$ cat src/rtl/lds_pkg.sv
package lds_pkg;

    typedef enum logic [2:0] {
        ST_IDLE,
        ST_FETCH,
        ST_DECODE,
        ST_READ,
        ST_WRITE,
        ST_FINISH,
        ST_HALT
    } walk_state_e;

    // register offsets
    localparam logic [2:0] RA_MODE = 3'd0;
    localparam logic [2:0] RA_STAT = 3'd1;
    localparam logic [2:0] RA_CUR  = 3'd2;
    localparam logic [2:0] RA_NEXT = 3'd3;
    localparam logic [2:0] RA_LEFT = 3'd4;

    // mode bits
    localparam int MB_START  = 0;
    localparam int MB_ABORT  = 1;
    localparam int MB_ERR_IE = 4;
    localparam int MB_EOS_IE = 5;
    localparam int MB_EOL_IE = 6;

    // status bits
    localparam int SB_EOL  = 0;
    localparam int SB_EOS  = 1;
    localparam int SB_BUSY = 2;
    localparam int SB_HALT = 3;
    localparam int SB_PE   = 4;
    localparam int SB_TE   = 5;

    // link word flags and descriptor alignment
    localparam int LK_EOL   = 0;
    localparam int LK_EOS   = 1;
    localparam int LK_ALIGN = 5;

endpackage

$ cat src/rtl/lds_xfer.sv
module lds_xfer #(
    parameter int AW = 32,
    parameter int CW = 16
) (
    input  logic          clk,
    input  logic          rst_n,
    input  logic          ld_src,
    input  logic          ld_dst,
    input  logic          ld_cnt,
    input  logic [AW-1:0] word,
    input  logic          step,
    output logic [AW-1:0] src,
    output logic [AW-1:0] dst,
    output logic [CW-1:0] remain,
    output logic          last,
    output logic          cnt_zero
);

    localparam logic [AW-1:0] A_ONE = AW'(1);
    localparam logic [CW-1:0] C_ONE = CW'(1);

    always_ff @(posedge clk or negedge rst_n) begin
        if (!rst_n) begin
            src    <= '0;
            dst    <= '0;
            remain <= '0;
        end else begin
            if (ld_src) begin
                src <= word;
            end else if (step) begin
                src <= src + A_ONE;
            end
            if (ld_dst) begin
                dst <= word;
            end else if (step) begin
                dst <= dst + A_ONE;
            end
            if (ld_cnt) begin
                remain <= word[CW-1:0];
            end else if (step) begin
                remain <= remain - C_ONE;
            end
        end
    end

    assign last     = (remain == C_ONE);
    assign cnt_zero = (remain == '0);


    no_underflow_chk: assert property (@(posedge clk) disable iff (!rst_n)
        (step && !ld_cnt) |-> (remain != '0));

endmodule

$ cat src/rtl/lds_walker.sv
module lds_walker
    import lds_pkg::*;
#(
    parameter int AW = 32,
    parameter int CW = 16
) (
    input  logic                   clk,
    input  logic                   rst_n,
    input  logic                   go,
    input  logic                   abort_req,
    input  logic                   start_lvl,
    input  logic                   soft_rst,
    input  logic                   sw_cur_we,
    input  logic [AW-LK_ALIGN-1:0] sw_cur_hi,
    output logic                   rd_req,
    output logic [AW-1:0]          rd_addr,
    input  logic                   rd_valid,
    input  logic [31:0]            rd_data,
    input  logic                   rd_err,
    output logic                   wr_req,
    output logic [AW-1:0]          wr_addr,
    output logic [7:0]             wr_data,
    input  logic                   wr_ack,
    input  logic                   wr_err,
    output logic                   busy,
    output logic                   halted,
    output logic                   ev_eol,
    output logic                   ev_eos,
    output logic                   ev_pe,
    output logic                   ev_te,
    output logic [AW-1:0]          cur_desc,
    output logic [31:0]            next_link,
    output logic [CW-1:0]          remain
);

    walk_state_e   state, nxt;
    logic [1:0]    widx;
    logic [7:0]    byte_q;
    logic [AW-1:0] src, dst;
    logic          last, cnt_zero;
    logic          kill, fetch_ok, step;

    assign kill     = soft_rst | (abort_req && state != ST_IDLE && state != ST_HALT);
    assign fetch_ok = (state == ST_FETCH) && rd_valid && !rd_err;
    assign step     = (state == ST_WRITE) && wr_ack && !wr_err && !kill;

    lds_xfer #(.AW(AW), .CW(CW)) u_xfer (
        .clk      (clk),
        .rst_n    (rst_n),
        .ld_src   (fetch_ok && widx == 2'd0),
        .ld_dst   (fetch_ok && widx == 2'd1),
        .ld_cnt   (fetch_ok && widx == 2'd3),
        .word     (rd_data[AW-1:0]),
        .step     (step),
        .src      (src),
        .dst      (dst),
        .remain   (remain),
        .last     (last),
        .cnt_zero (cnt_zero)
    );

    // state register
    always_ff @(posedge clk or negedge rst_n) begin
        if (!rst_n) begin
            state <= ST_IDLE;
        end else begin
            state <= nxt;
        end
    end

    // next state
    always_comb begin
        nxt = state;
        unique case (state)
            ST_IDLE:   if (go) nxt = ST_FETCH;
            ST_FETCH:  if (rd_valid) nxt = rd_err ? ST_IDLE :
                                           (widx == 2'd3 ? ST_DECODE : ST_FETCH);
            ST_DECODE: nxt = cnt_zero ? ST_IDLE : ST_READ;
            ST_READ:   if (rd_valid) nxt = rd_err ? ST_IDLE : ST_WRITE;
            ST_WRITE:  if (wr_ack) nxt = wr_err ? ST_IDLE :
                                         (last ? ST_FINISH : ST_READ);
            ST_FINISH: nxt = next_link[LK_EOL] ? ST_IDLE : ST_FETCH;
            ST_HALT:   if (!start_lvl) nxt = ST_IDLE;
            default:   nxt = ST_IDLE;
        endcase
        if (abort_req && state != ST_IDLE && state != ST_HALT) nxt = ST_HALT;
        if (soft_rst) nxt = ST_IDLE;
    end

    // outputs
    always_comb begin
        rd_req  = (state == ST_FETCH) || (state == ST_READ);
        rd_addr = (state == ST_FETCH) ? cur_desc + AW'({widx, 2'b00}) : src;
        wr_req  = (state == ST_WRITE);
        wr_addr = dst;
        wr_data = byte_q;
        busy    = (state != ST_IDLE);
        halted  = (state == ST_HALT);
        ev_te   = !kill && ((rd_req && rd_valid && rd_err) ||
                            (wr_req && wr_ack && wr_err));
        ev_pe   = !kill && (state == ST_DECODE) && cnt_zero;
        ev_eos  = !kill && (state == ST_FINISH) && next_link[LK_EOS];
        ev_eol  = !kill && (state == ST_FINISH) && next_link[LK_EOL];
    end

    // chain datapath
    always_ff @(posedge clk or negedge rst_n) begin
        if (!rst_n) begin
            widx      <= '0;
            byte_q    <= '0;
            cur_desc  <= '0;
            next_link <= '0;
        end else begin
            if (state != ST_FETCH) begin
                widx <= '0;
            end else if (fetch_ok) begin
                widx <= widx + 2'd1;
            end
            if (fetch_ok && widx == 2'd2) begin
                next_link <= rd_data;
            end
            if (state == ST_READ && rd_valid && !rd_err) begin
                byte_q <= rd_data[7:0];
            end
            if (sw_cur_we && state == ST_IDLE) begin
                cur_desc <= {sw_cur_hi, {LK_ALIGN{1'b0}}};
            end else if (state == ST_FINISH && !next_link[LK_EOL] && !kill) begin
                cur_desc <= {next_link[AW-1:LK_ALIGN], {LK_ALIGN{1'b0}}};
            end
        end
    end


    abort_halt_chk: assert property (@(posedge clk) disable iff (!rst_n)
        (abort_req && busy && !halted && !soft_rst) |=> halted);


    halt_release_chk: assert property (@(posedge clk) disable iff (!rst_n)
        (halted && !start_lvl) |=> !busy);


    halt_quiet_chk: assert property (@(posedge clk) disable iff (!rst_n)
        halted |-> (!rd_req && !wr_req));


    rd_hold_chk: assert property (@(posedge clk) disable iff (!rst_n)
        (rd_req && !rd_valid && !abort_req && !soft_rst) |=> (rd_req && $stable(rd_addr)));


    wr_hold_chk: assert property (@(posedge clk) disable iff (!rst_n)
        (wr_req && !wr_ack && !abort_req && !soft_rst) |=>
        (wr_req && $stable(wr_addr) && $stable(wr_data)));


    eol_stop_chk: assert property (@(posedge clk) disable iff (!rst_n)
        ev_eol |=> !busy);


    pe_quiet_chk: assert property (@(posedge clk) disable iff (!rst_n)
        ev_pe |=> (!rd_req && !wr_req && !busy));


    soft_idle_chk: assert property (@(posedge clk) disable iff (!rst_n)
        soft_rst |=> !busy);

endmodule

$ cat src/rtl/lds_regs.sv
module lds_regs
    import lds_pkg::*;
#(
    parameter int AW = 32,
    parameter int CW = 16
) (
    input  logic                   clk,
    input  logic                   rst_n,
    input  logic                   reg_wr_en,
    input  logic [2:0]             reg_addr,
    input  logic [31:0]            reg_wdata,
    output logic [31:0]            reg_rdata,
    input  logic                   ev_eol,
    input  logic                   ev_eos,
    input  logic                   ev_pe,
    input  logic                   ev_te,
    input  logic                   busy,
    input  logic                   halted,
    input  logic [AW-1:0]          cur_desc,
    input  logic [31:0]            next_link,
    input  logic [CW-1:0]          remain,
    output logic                   go,
    output logic                   abort_req,
    output logic                   start_lvl,
    output logic                   soft_rst,
    output logic                   sw_cur_we,
    output logic [AW-LK_ALIGN-1:0] sw_cur_hi,
    output logic                   irq
);

    logic [31:0] mode_q;
    logic        start_prev;
    logic        eol_f, eos_f, pe_f, te_f;
    logic        mode_we, stat_we;
    logic [31:0] status;

    assign mode_we   = reg_wr_en && reg_addr == RA_MODE;
    assign stat_we   = reg_wr_en && reg_addr == RA_STAT;
    assign soft_rst  = mode_we && reg_wdata == 32'd0;
    assign sw_cur_we = reg_wr_en && reg_addr == RA_CUR;
    assign sw_cur_hi = reg_wdata[AW-1:LK_ALIGN];

    assign start_lvl = mode_q[MB_START];
    assign abort_req = mode_q[MB_ABORT];
    assign go        = mode_q[MB_START] && !start_prev;

    always_ff @(posedge clk or negedge rst_n) begin
        if (!rst_n) begin
            mode_q     <= '0;
            start_prev <= 1'b0;
        end else begin
            if (mode_we) mode_q <= reg_wdata;
            start_prev <= mode_q[MB_START];
        end
    end

    always_ff @(posedge clk or negedge rst_n) begin
        if (!rst_n) begin
            eol_f <= 1'b0;
            eos_f <= 1'b0;
            pe_f  <= 1'b0;
            te_f  <= 1'b0;
        end else if (soft_rst) begin
            eol_f <= 1'b0;
            eos_f <= 1'b0;
            pe_f  <= 1'b0;
            te_f  <= 1'b0;
        end else begin
            if (ev_eol) eol_f <= 1'b1;
            else if (stat_we && reg_wdata[SB_EOL]) eol_f <= 1'b0;
            if (ev_eos) eos_f <= 1'b1;
            else if (stat_we && reg_wdata[SB_EOS]) eos_f <= 1'b0;
            if (ev_pe) pe_f <= 1'b1;
            else if (stat_we && reg_wdata[SB_PE]) pe_f <= 1'b0;
            if (ev_te) te_f <= 1'b1;
            else if (stat_we && reg_wdata[SB_TE]) te_f <= 1'b0;
        end
    end

    always_comb begin
        status          = '0;
        status[SB_EOL]  = eol_f;
        status[SB_EOS]  = eos_f;
        status[SB_BUSY] = busy;
        status[SB_HALT] = halted;
        status[SB_PE]   = pe_f;
        status[SB_TE]   = te_f;
    end

    always_comb begin
        unique case (reg_addr)
            RA_MODE: reg_rdata = mode_q;
            RA_STAT: reg_rdata = status;
            RA_CUR:  reg_rdata = 32'(cur_desc);
            RA_NEXT: reg_rdata = next_link;
            RA_LEFT: reg_rdata = 32'(remain);
            default: reg_rdata = '0;
        endcase
    end

    assign irq = (eol_f && mode_q[MB_EOL_IE]) ||
                 (eos_f && mode_q[MB_EOS_IE]) ||
                 ((pe_f || te_f) && mode_q[MB_ERR_IE]);


    soft_clear_chk: assert property (@(posedge clk) disable iff (!rst_n)
        soft_rst |=> (!eol_f && !eos_f && !pe_f && !te_f && mode_q == '0));


    w1c_clear_chk: assert property (@(posedge clk) disable iff (!rst_n)
        (stat_we && reg_wdata[5:0] == 6'h3F && !ev_eol && !ev_eos && !ev_pe && !ev_te)
        |=> (!eol_f && !eos_f && !pe_f && !te_f));


    single_go_chk: assert property (@(posedge clk) disable iff (!rst_n)
        go |=> !go);

endmodule

$ cat src/rtl/lnk_dma_seq.sv
module lnk_dma_seq
    import lds_pkg::*;
#(
    parameter int AW = 32,
    parameter int CW = 16
) (
    input  logic          clk,
    input  logic          rst_n,
    input  logic          reg_wr_en,
    input  logic [2:0]    reg_addr,
    input  logic [31:0]   reg_wdata,
    output logic [31:0]   reg_rdata,
    output logic          rd_req,
    output logic [AW-1:0] rd_addr,
    input  logic          rd_valid,
    input  logic [31:0]   rd_data,
    input  logic          rd_err,
    output logic          wr_req,
    output logic [AW-1:0] wr_addr,
    output logic [7:0]    wr_data,
    input  logic          wr_ack,
    input  logic          wr_err,
    output logic          irq
);

    logic                   go, abort_req, start_lvl, soft_rst, sw_cur_we;
    logic [AW-LK_ALIGN-1:0] sw_cur_hi;
    logic                   busy, halted;
    logic                   ev_eol, ev_eos, ev_pe, ev_te;
    logic [AW-1:0]          cur_desc;
    logic [31:0]            next_link;
    logic [CW-1:0]          remain;

    lds_regs #(.AW(AW), .CW(CW)) u_regs (
        .clk       (clk),
        .rst_n     (rst_n),
        .reg_wr_en (reg_wr_en),
        .reg_addr  (reg_addr),
        .reg_wdata (reg_wdata),
        .reg_rdata (reg_rdata),
        .ev_eol    (ev_eol),
        .ev_eos    (ev_eos),
        .ev_pe     (ev_pe),
        .ev_te     (ev_te),
        .busy      (busy),
        .halted    (halted),
        .cur_desc  (cur_desc),
        .next_link (next_link),
        .remain    (remain),
        .go        (go),
        .abort_req (abort_req),
        .start_lvl (start_lvl),
        .soft_rst  (soft_rst),
        .sw_cur_we (sw_cur_we),
        .sw_cur_hi (sw_cur_hi),
        .irq       (irq)
    );

    lds_walker #(.AW(AW), .CW(CW)) u_walker (
        .clk       (clk),
        .rst_n     (rst_n),
        .go        (go),
        .abort_req (abort_req),
        .start_lvl (start_lvl),
        .soft_rst  (soft_rst),
        .sw_cur_we (sw_cur_we),
        .sw_cur_hi (sw_cur_hi),
        .rd_req    (rd_req),
        .rd_addr   (rd_addr),
        .rd_valid  (rd_valid),
        .rd_data   (rd_data),
        .rd_err    (rd_err),
        .wr_req    (wr_req),
        .wr_addr   (wr_addr),
        .wr_data   (wr_data),
        .wr_ack    (wr_ack),
        .wr_err    (wr_err),
        .busy      (busy),
        .halted    (halted),
        .ev_eol    (ev_eol),
        .ev_eos    (ev_eos),
        .ev_pe     (ev_pe),
        .ev_te     (ev_te),
        .cur_desc  (cur_desc),
        .next_link (next_link),
        .remain    (remain)
    );

endmodule

$ cat config.mk
export PLATFORM = sky130hd
export DESIGN_NAME = lnk_dma_seq
export DESIGN_NICKNAME = d
export VERILOG_FILES = /design/src/rtl/lds_pkg.sv /design/src/rtl/lds_xfer.sv /design/src/rtl/lds_walker.sv /design/src/rtl/lds_regs.sv /design/src/rtl/lnk_dma_seq.sv
export SDC_FILE = /design/constraint.sdc
export NUM_CORES = 1
export LEC_CHECK = 0
export ABC_AREA = 0
export BUFFER_PORTS_ARGS = -buffer_cell sky130_fd_sc_hd__buf_4
export CORE_MARGIN = 2
export CORE_UTILIZATION = 30
export CTS_CLUSTER_DIAMETER = 150
export DETAILED_ROUTE_END_ITERATION = 8
export HOLD_SLACK_MARGIN = 0.12
export SKIP_CTS_REPAIR_TIMING = 1
export SYNTH_ARGS = -nofsm -noshare
export SYNTH_HDL_FRONTEND = slang
export SYNTH_SLANG_ARGS = --single-unit
$ cat constraint.sdc
create_clock -name clk -period 2.8 [get_ports clk]
set_input_delay 0.14 -clock clk [delete_from_list [all_inputs] [get_ports clk]]
set_output_delay 0.14 -clock clk [all_outputs]
set_load 0.02 [all_outputs]
After elaboration in Yosys (flattened, before gate mapping)

Cells that the tools add are included.

Latch bits: 0
Memories kept: 0
Input bits: 74
Memory bits (read-only): 0
Bits in registers: 194
Memory bits (writable): 0

Bitwise gates (word level): 1
Shifts and indexed selects: 0
Reduce and logical (&&, ||, !) cells: 63
Order comparisons: 0
Add/sub/neg operators: 5
Equality and inequality tests: 21
Mux-type cells: 39
Multiply operators: 0
Div/mod/pow operators: 0

Operator list:

| cell                                                                    | count |
|---|---|
| 32-bit two-way mux                                                      | 7 |
| 32-bit case mux with 5 select lines                                     | 1 |
| 32-bit by 1-bit adder with 32-bit output, second input constant         | 2 |
| 1-bit logical AND                                                       | 37 |
| 3-bit two-way mux                                                       | 11 |
| 32-bit by 4-bit adder with 32-bit output                                | 1 |
| 32-bit zero test                                                        | 1 |
| 16-bit two-way mux                                                      | 2 |
| 3-bit case mux with 7 select lines                                      | 1 |
| 16-bit by 1-bit equality test with 1-bit output, second input constant  | 1 |
| 16-bit zero test                                                        | 1 |
| 4-bit by 2-bit inequality test with 1-bit output, second input constant | 4 |
| 16-bit by 1-bit subtractor with 16-bit output, second input constant    | 1 |
| 3-bit nonzero test                                                      | 5 |
| 1-bit two-way mux                                                       | 13 |
| 3-bit by 2-bit equality test with 1-bit output, second input constant   | 4 |
| 3-bit equality test, second input constant                              | 4 |
| 2-bit nonzero test                                                      | 5 |
| 2-bit two-way mux                                                       | 4 |
| 3-bit by 1-bit equality test with 1-bit output, second input constant   | 2 |
| 3-bit zero test                                                         | 2 |
| 1-bit zero test                                                         | 5 |
| 1-bit logical OR                                                        | 5 |
| 5-bit AND reduction                                                     | 1 |
| other kinds (8)                                                         | 9 |

Longest topological paths before layout

Gate-level depths: netlist of run 1.

Depth in word-level cells: 9
Mapped depth: 9
Mapped depth without buffers: 7

By module

From an unflattened synthesis of run 1, not the netlist that was laid out.

Cells, all modules: 1128
Area, all modules: 11280.8 sq um

Modules (own cells, without submodules):

| module     | area an instance (sq um) | times used | cells an instance |
|---|---|---|---|
| lds_xfer   | 4699.5                   | 1          | 549 |
| lds_walker | 3761.1                   | 1          | 321 |
| lds_regs   | 2820.2                   | 1          | 258 |

Worst setup path after synthesis of run 1

Ideal clock, no wire load.

Kind: register to register
Start: register u_walker.u_xfer.dst[0]
End: register u_walker.u_xfer.dst[30]
Data arrival time: 2122 ps
Library setup time: 124 ps
Cell stages (with the launch flop): 8
Path slack: 554 ps
Required time: 2676 ps
Period minus slack after synthesis: 2246 ps
Buffers on the path: 0
Cells stage by stage: dfrtp_1 > ha_1 > and4_1 > nand4_1 > or3b_2 > o21ai_0 > o2bb2ai_1 > a211o_1

Word-level cells in the longest chain between the ends: 3

Ends and longest elaborated chain:

| element                                  | RTL line       | RTL |
|---|---|---|
| start, declared                          | lds_xfer.sv:13 | `output logic [AW-1:0] dst,` |
| start signal, assigned                   | lds_xfer.sv:34 | `dst <= word;` |
| start signal, assigned                   | lds_xfer.sv:36 | `dst <= dst + A_ONE;` |
| 32-bit by 1-bit adder with 32-bit output | lds_xfer.sv:36 |  |
| 32-bit two-way mux                       | lds_xfer.sv:35 | `end else if (step) begin` |
| 32-bit two-way mux                       | lds_xfer.sv:33 | `if (ld_dst) begin` |

No other way between the ends. The select of a mux whose other input is x is not followed.
A chain may end at the register's enable or synchronous reset.

Worst setup path in the final report of run 1

Start: register u_walker.state[2]
End: output port rd_addr[15]

Word-level cells in the longest chain between the ends: 2

Ends and longest elaborated chain:

| element                                        | RTL line          | RTL |
|---|---|---|
| start, declared                                | lds_walker.sv:36  | `walk_state_e state, nxt;` |
| start signal, assigned                         | lds_walker.sv:67  | `state <= nxt;` |
| 3-bit by 1-bit equality test with 1-bit output | lds_walker.sv:93  | `rd_addr = (state == ST_FETCH) ? cur_desc + AW'({widx, 2'b00}) : src;` |
| 32-bit two-way mux                             | lds_walker.sv:93  |  |
| end, declared                                  | lnk_dma_seq.sv:14 | `output logic [AW-1:0] rd_addr,` |

No other way between the ends.

==> results by group, run 1 <==
STA
  – Fmax: 0.385 GHz
  – RSZ-0062 raised after global routing: no
  – Slew headroom: 55.4%
  – Final-report setup violation count: 0
  – Max Clock Skew: 0.0160 ns
  – Setup TNS: 0 ns
  – Period utilisation layout: 92.9%
  – Slew @ Worst Pin: 0.660 ns
  – Min Tclk post-route: 2.60 ns
  – Fin. Hold Viols: 0
  – Max Slew Vio Count: 0

Yosys
  – Yosys cell types: 62
  – Synth async-reset ratio: 100%
  – Post-Syn Nets: 1,223
  – Post-synth EDFFs: 0
  – Synth warnings: 0
  – Top FF cell, synth: dfrtp_1
  – Sequential area share after synthesis: 44.6%
  – Post-synthesis cell count: 1,140
  – Post-synthesis cell area: 10,600 um^2
  – Synthesized area per cell: 9.31 um^2
  – Yosys reg bits: 189

Drt
  – Avg WL per Cell: 20.8 um
  – Via count: 10,000
  – Initial DRT Pass Iterations: 6
  – Residual DRC: 0
  – Initial DRC Count: 766
  – Post-Route WL: 38,200 um
  – Antenna Nets Post-Route: 0
  – Routed vias/inst: 5.44

Clock network
  – Max Buffers Root-to-Sink: 2
  – CTS tree: done
  – Worst-path clk slew: 0.07 ns
  – Clock sink count: 189
  – Clock latency on the worst-skew pair: 0.44 ns
  – H-Tree Depth: 4
  – Clk root buf: clkbuf_16
  – CTS buffer count: 17

Final layout
  – Layout Nets: 1,457
  – Layout area overhead: 30.1%
  – Post-route cell area: 13,800 um^2
  – Fin util: 39.8%
  – # diodes: 0
  – Share of layout cells above drive strength 1: 26.6%

Floorplan
  – Core Region: 34,700 um^2
  – Die width: 192 um
  – Std-Cell Rows: 68
  – Die Ht: 192 um
  – Die area: 36,900 um^2
  – IO Count: 181
  – Initial core utilization: 30.6%

GRT
  – First-pass GRT wire length: 57,200 um
  – Initial antenna violation count: 0
  – GRT Total Usage: 20.4%
  – Vias in the first global route: 9,529
  – Grt ovf: 0
  – Largest net degree at the start of global routing: 68

Job
  – Max-cap viol count: 0

Place
  – Port bufs: 180
  – GP Congestion: 0.883
  – Placed cell areas: 12,600 um^2
  – Detailed-placement wirelength estimate: 27,700 um

Worst setup path
  – Element type at the critical path end: output pin
  – Crit path DAT: 2.46 ns
  – CP Launch Type: register
  – CP max FO: 16
  – Type of the worst setup path: register to output pin
  – Critical Path RT: 2.66 ns

Power and ir drop
  – Total design power: 11.0 mW
  – Leakage: 6.08 nW
  – Peak supply drop: 746 uV
  – PD cells: 794 nW/um^2

Worst hold path
  – Worst min path class: primary input to register

Status
  – Outcome: finished clean
==> worst max-delay path: stages, from the launching register on <==
cell      delay [ns]
dfrtp_1         0.50
nand2b_1        0.26
nor2_4          0.32
buf_4           0.35
mux2_2          0.42
buf_4           0.17
==> state kept, by name (all words and copies together) (netlist names) <==
signal,flops
u_walker.wr_data,8
u_regs.eos_f,1
u_regs.te_f,1
u_walker.next_link,32
u_walker.u_xfer.dst,32
u_regs.mode_q,32
u_regs.eol_f,1
u_regs.pe_f,1
u_walker.cur_desc,27
u_walker.u_xfer.remain,16
u_regs.start_prev,1
u_walker.widx,2
u_walker.u_xfer.src,32
u_walker.state,3
==> path summary, 6_finish.rpt <==
check | start | to | slack (ns) | cells past startpoint
setup / recovery | u_walker.state[2] | rd_addr[15] | 0.20 | 5
hold / removal | wr_ack | u_walker.state[0] | 0.14 | 4
setup reg to reg | u_walker.state[2] | u_walker.u_xfer.src[27] | 0.34 | 6
hold reg to reg | u_regs.mode_q[0] | u_regs.start_prev | 0.45 | 0
max in group asynchronous | rst_n | u_walker.u_xfer.src[26] | 1.72 | 3
min in group asynchronous | rst_n | u_regs.mode_q[2] | 0.28 | 2
==> cells in the final DEF (no fill, tap or decap), types with 5 or more instances in the layout <==
cell	Yosys	final
a21o_1	9	9
a21oi_1	86	86
a221o_1	7	7
a22oi_1	24	24
and3_1	14	14
and4_1	10	9
buf_12	0	5
buf_4	6	215
clkbuf_16	0	17
dfrtp_1	189	189
dlygate4sd3_1	0	68
ha_1	9	9
inv_1	42	42
inv_6	0	5
mux2_2	97	97
mux2i_1	16	16
nand2_1	120	120
nand3_1	40	40
nand4_1	15	15
nor2_1	87	86
nor3_1	31	31
nor4_1	36	36
o211ai_1	6	6
o21ai_0	74	74
o22ai_1	28	28
or2_2	6	6
or3_1	6	6
xnor2_1	40	40
xor2_1	7	7
==> synth_stat cells (24+ instances only) <==
library cell | number | area, um^2
nor3_1 | 31 | 155
o21ai_0 | 74 | 370
mux2_2 | 97 | 1090
nor4_1 | 36 | 225
nand3_1 | 40 | 200
a22oi_1 | 24 | 180
a21oi_1 | 86 | 430
nand2_1 | 120 | 450
inv_1 | 42 | 158
clkbuf_1 | 45 | 169
o22ai_1 | 28 | 175
nor2_1 | 87 | 327
dfrtp_1 | 189 | 4730
xnor2_1 | 40 | 350
==> report_power, final <==
part	switching, mW	internal, mW
Sequential	0.848	3.48
Combinational	2.36	1.93
Clock	1.18	1.16
Total	4.39	6.57
==> layout make-up <==
class	instances	area (um^2)
well taps	455	569
fillers	3540	20900
multi-input cells	835	5400
inverters	42	158
repair buffers	289	2410
flip-flops and latches	189	4730
clock inverters	13	105
clock buffers	19	433
==> cells by family (layout without fill, tap and decap cells) <==
group	Yosys count	in the layout	synth area share, %
simple gates	398	398	18.9
xor+xnor	47	47	3.88
mux	113	113	11.8
buf+inv	116	363	4.65
flops	189	189	44.6
fa+ha+maj	9	9	1.06
compound gates	268	268	15.2
==> per-layer routing <==
| layer | vias up | routed length (um) | GRT usage [%] |
|---|---|---|---|
| met1 | 4991 | 16500 | 26.9 |
| met2 | 393 | 18500 | 34.1 |
| met4 | 0 | 968 | 6.22 |
| met3 | 58 | 2300 | 3.75 |
| met5 | - | 0 | 0 |
| li1 | 4587 | - | - |
==> stage by stage <==
stage | hold WS (ns) | worst slack, ns | std cells
6_report | 0.135 | 0.200 | 1842
4_1_cts | -0.288 | 0.189 | 1774
3_3_place_gp | 0.178 | 0.479 | 1742
5_1_grt | 0.154 | 0.113 | 1842
2_1_floorplan | -0.156 | 0.554 | 1140
3_5_place_dp | 0.185 | 0.391 | 1742
(Power assumes the default switching activity.)
==> run 2: changes to the inputs <==
--- a/config.mk
+++ b/config.mk
@@ -7,6 +7,7 @@
 export LEC_CHECK = 0
 export ABC_AREA = 0
 export BUFFER_PORTS_ARGS = -buffer_cell sky130_fd_sc_hd__buf_4
+export CORE_ASPECT_RATIO = 1.2
 export CORE_MARGIN = 2
 export CORE_UTILIZATION = 30
 export CTS_CLUSTER_DIAMETER = 150
==> run 2 against run 1 <==
Sequential share of layout area down 0.18 points. Setup slack worse by 0.021 ns. Highest routed layer unchanged. Hold slack better by 0.067 ns. Global-route usage down 0.37 points. Critical endpoint is now u_walker.u_xfer.dst[7]. Largest cell class unchanged. Via count down 2.2%. Routed wire length down 1.6%. Power up 0.88%.
==> results by group, run 2 (same netlist as run 1, synthesis figures left out) <==
Place
  – Detailed-placement wirelength estimate: 27,100 um
  – Port bufs: 180
  – Setup WS pre-CTS: 0.269 ns
  – GP Congestion: 0.870

Clock network
  – Max Buffers Root-to-Sink: 2
  – Worst-path clk slew: 0.07 ns
  – Clock sink count: 189
  – CTS buffer count: 17
  – Clock latency on the worst-skew pair: 0.46 ns
  – CTS tree: done
  – Clk root buf: clkbuf_16
  – H-Tree Depth: 4

STA
  – Slew @ Worst Pin: 1.07 ns
  – Final-report setup violation count: 0
  – Fmax: 0.381 GHz
  – Max Slew Vio Count: 0
  – Min Tclk post-route: 2.62 ns
  – RSZ-0062 raised after global routing: no
  – Setup TNS: 0 ns
  – Period utilisation layout: 93.6%
  – Final worst setup slack: 0.178 ns
  – Max Clock Skew: 0.0112 ns
  – Slew headroom: 28.1%
  – Fin. Hold Viols: 0

Worst setup path
  – Critical Path RT: 3.17 ns
  – CP Launch Type: primary input
  – Reg2Reg Setup Slack: 0.42 ns
  – Worst r2r dst: u_walker.u_xfer.dst[30]
  – Crit path cell chain: dlygate4sd3_1, buf_4, nor4_1, buf_4, and4_1, and4_2, buf_4, nor4_1, xnor2_1, o21ai_0
  – CP bufs+invs: 4
  – CP max FO: 28
  – Type of the worst setup path: primary input to register
  – Crit-path slowest cell: nor4_1
  – Crit path DAT: 2.99 ns
  – Setup crit start: reg_wdata[26]
  – Element type at the critical path end: register
  – Reg2Reg Depth: 7
  – Worst r2r src: u_walker.u_xfer.dst[0]
  – Most used cell, CP: buf_4
  – Slowest cell delay on critical path: 0.57 ns
  – Crit-path leading delay family: buffers and inverters

Final layout
  – Fillers: 3,533
  – Layout Nets: 1,460
  – Share of layout cells above drive strength 1: 26.8%
  – Commonest non-fill, non-tap cells in the layout: buf_4, dfrtp_1, nand2_1, mux2_2
  – # diodes: 0
  – Leading cell type in the layout, fill and taps excluded: buf_4
  – Layout area overhead: 30.7%

Drt
  – Initial DRT Pass Iterations: 7
  – Avg WL per Cell: 20.3 um
  – Initial DRC Count: 773
  – Routed vias/inst: 5.30
  – Post-Route WL: 37,600 um
  – Residual DRC: 0
  – Via count: 9,810
  – Antenna Nets Post-Route: 0

Floorplan
  – Die Ht: 210 um
  – Die area: 36,900 um^2
  – Core Region: 34,900 um^2
  – Std-Cell Rows: 75
  – Initial core utilization: 30.4%
  – IO Count: 181
  – Die width: 176 um

Power and ir drop
  – Leakage: 6.12 nW
  – Peak supply drop: 414 uV
  – PD cells: 797 nW/um^2

Job
  – Max-cap viol count: 0

GRT
  – First-pass GRT wire length: 56,500 um
  – GRT Total Usage: 20.1%
  – Vias in the first global route: 9,457
  – Largest net degree at the start of global routing: 76
  – Initial antenna violation count: 0
  – Grt ovf: 0

Status
  – Outcome: finished clean

Worst hold path
  – Worst min path class: primary input to async pin
run 2: cell types whose count changed in the layout (fill, tap and decap cells not counted), sizes merged:
cell / previous run / this run
dlygate4sd3: 68 / 69
clkbuf: 20 / 19
buf: 220 / 222
clkinv: 4 / 8
bufinv: 0 / 1
inv: 49 / 45
run 2: routing by layer:
layer	vias up	GRT usage, %	part of all wire, %
met5	-	0	0
met4	0	8.58	3.3
met3	60	4.40	5.6
met2	328	31.6	47
met1	4840	26.6	44
li1	4582	-	-
run 2: how the worst max path moves through the flow:
stage / end / slack, ns / cells after the start
global placement: u_walker.u_xfer.dst[16] / 0.28 / 9
detailed placement: u_walker.u_xfer.src[11] / 0.27 / 9
finish: u_walker.u_xfer.dst[7] / 0.18 / 10
global route: rd_addr[14] / 0.11 / 6
CTS: rd_addr[14] / 0.18 / 6
floorplan: u_walker.u_xfer.dst[30] / 0.55 / 7
run 2: report_power, final:
| part | internal [mW] | switching [mW] | leakage, nW | total (mW) |
|---|---|---|---|---|
| Combinational | 1.95 | 2.36 | 3.43 | 4.31 |
| Clock | 1.27 | 1.16 | 0.280 | 2.43 |
| Sequential | 3.49 | 0.833 | 2.41 | 4.32 |
| Total | 6.70 | 4.35 | 6.12 | 11.1 |
run 2: area by class of cell:
type                    instances  area, um^2  share of cell area (%)
clock buffers                  18         439                    3.17
clock inverters                14         139                    1.00
inverters                      42         158                    1.14
multi-input cells             835        5400                    38.9
flip-flops and latches        189        4730                    34.1
well taps                     462         578                    4.17
repair buffers                292        2430                    17.5
run 2: through the flow:
step                      hold WS [ns]  instance area [um^2]  power [mW]  std cells  utilization [%]
after detailed placement         0.134                 12600        8.59       1751             36.1
after floorplan                 -0.156                 10600        6.70       1140                -
final                            0.202                 13900        11.1       1852             39.7
after global routing             0.234                 13900        11.7       1852             39.7
after CTS                       -0.357                 13200        11.0       1783             37.8
after global placement           0.136                 12600        8.51       1751             36.1
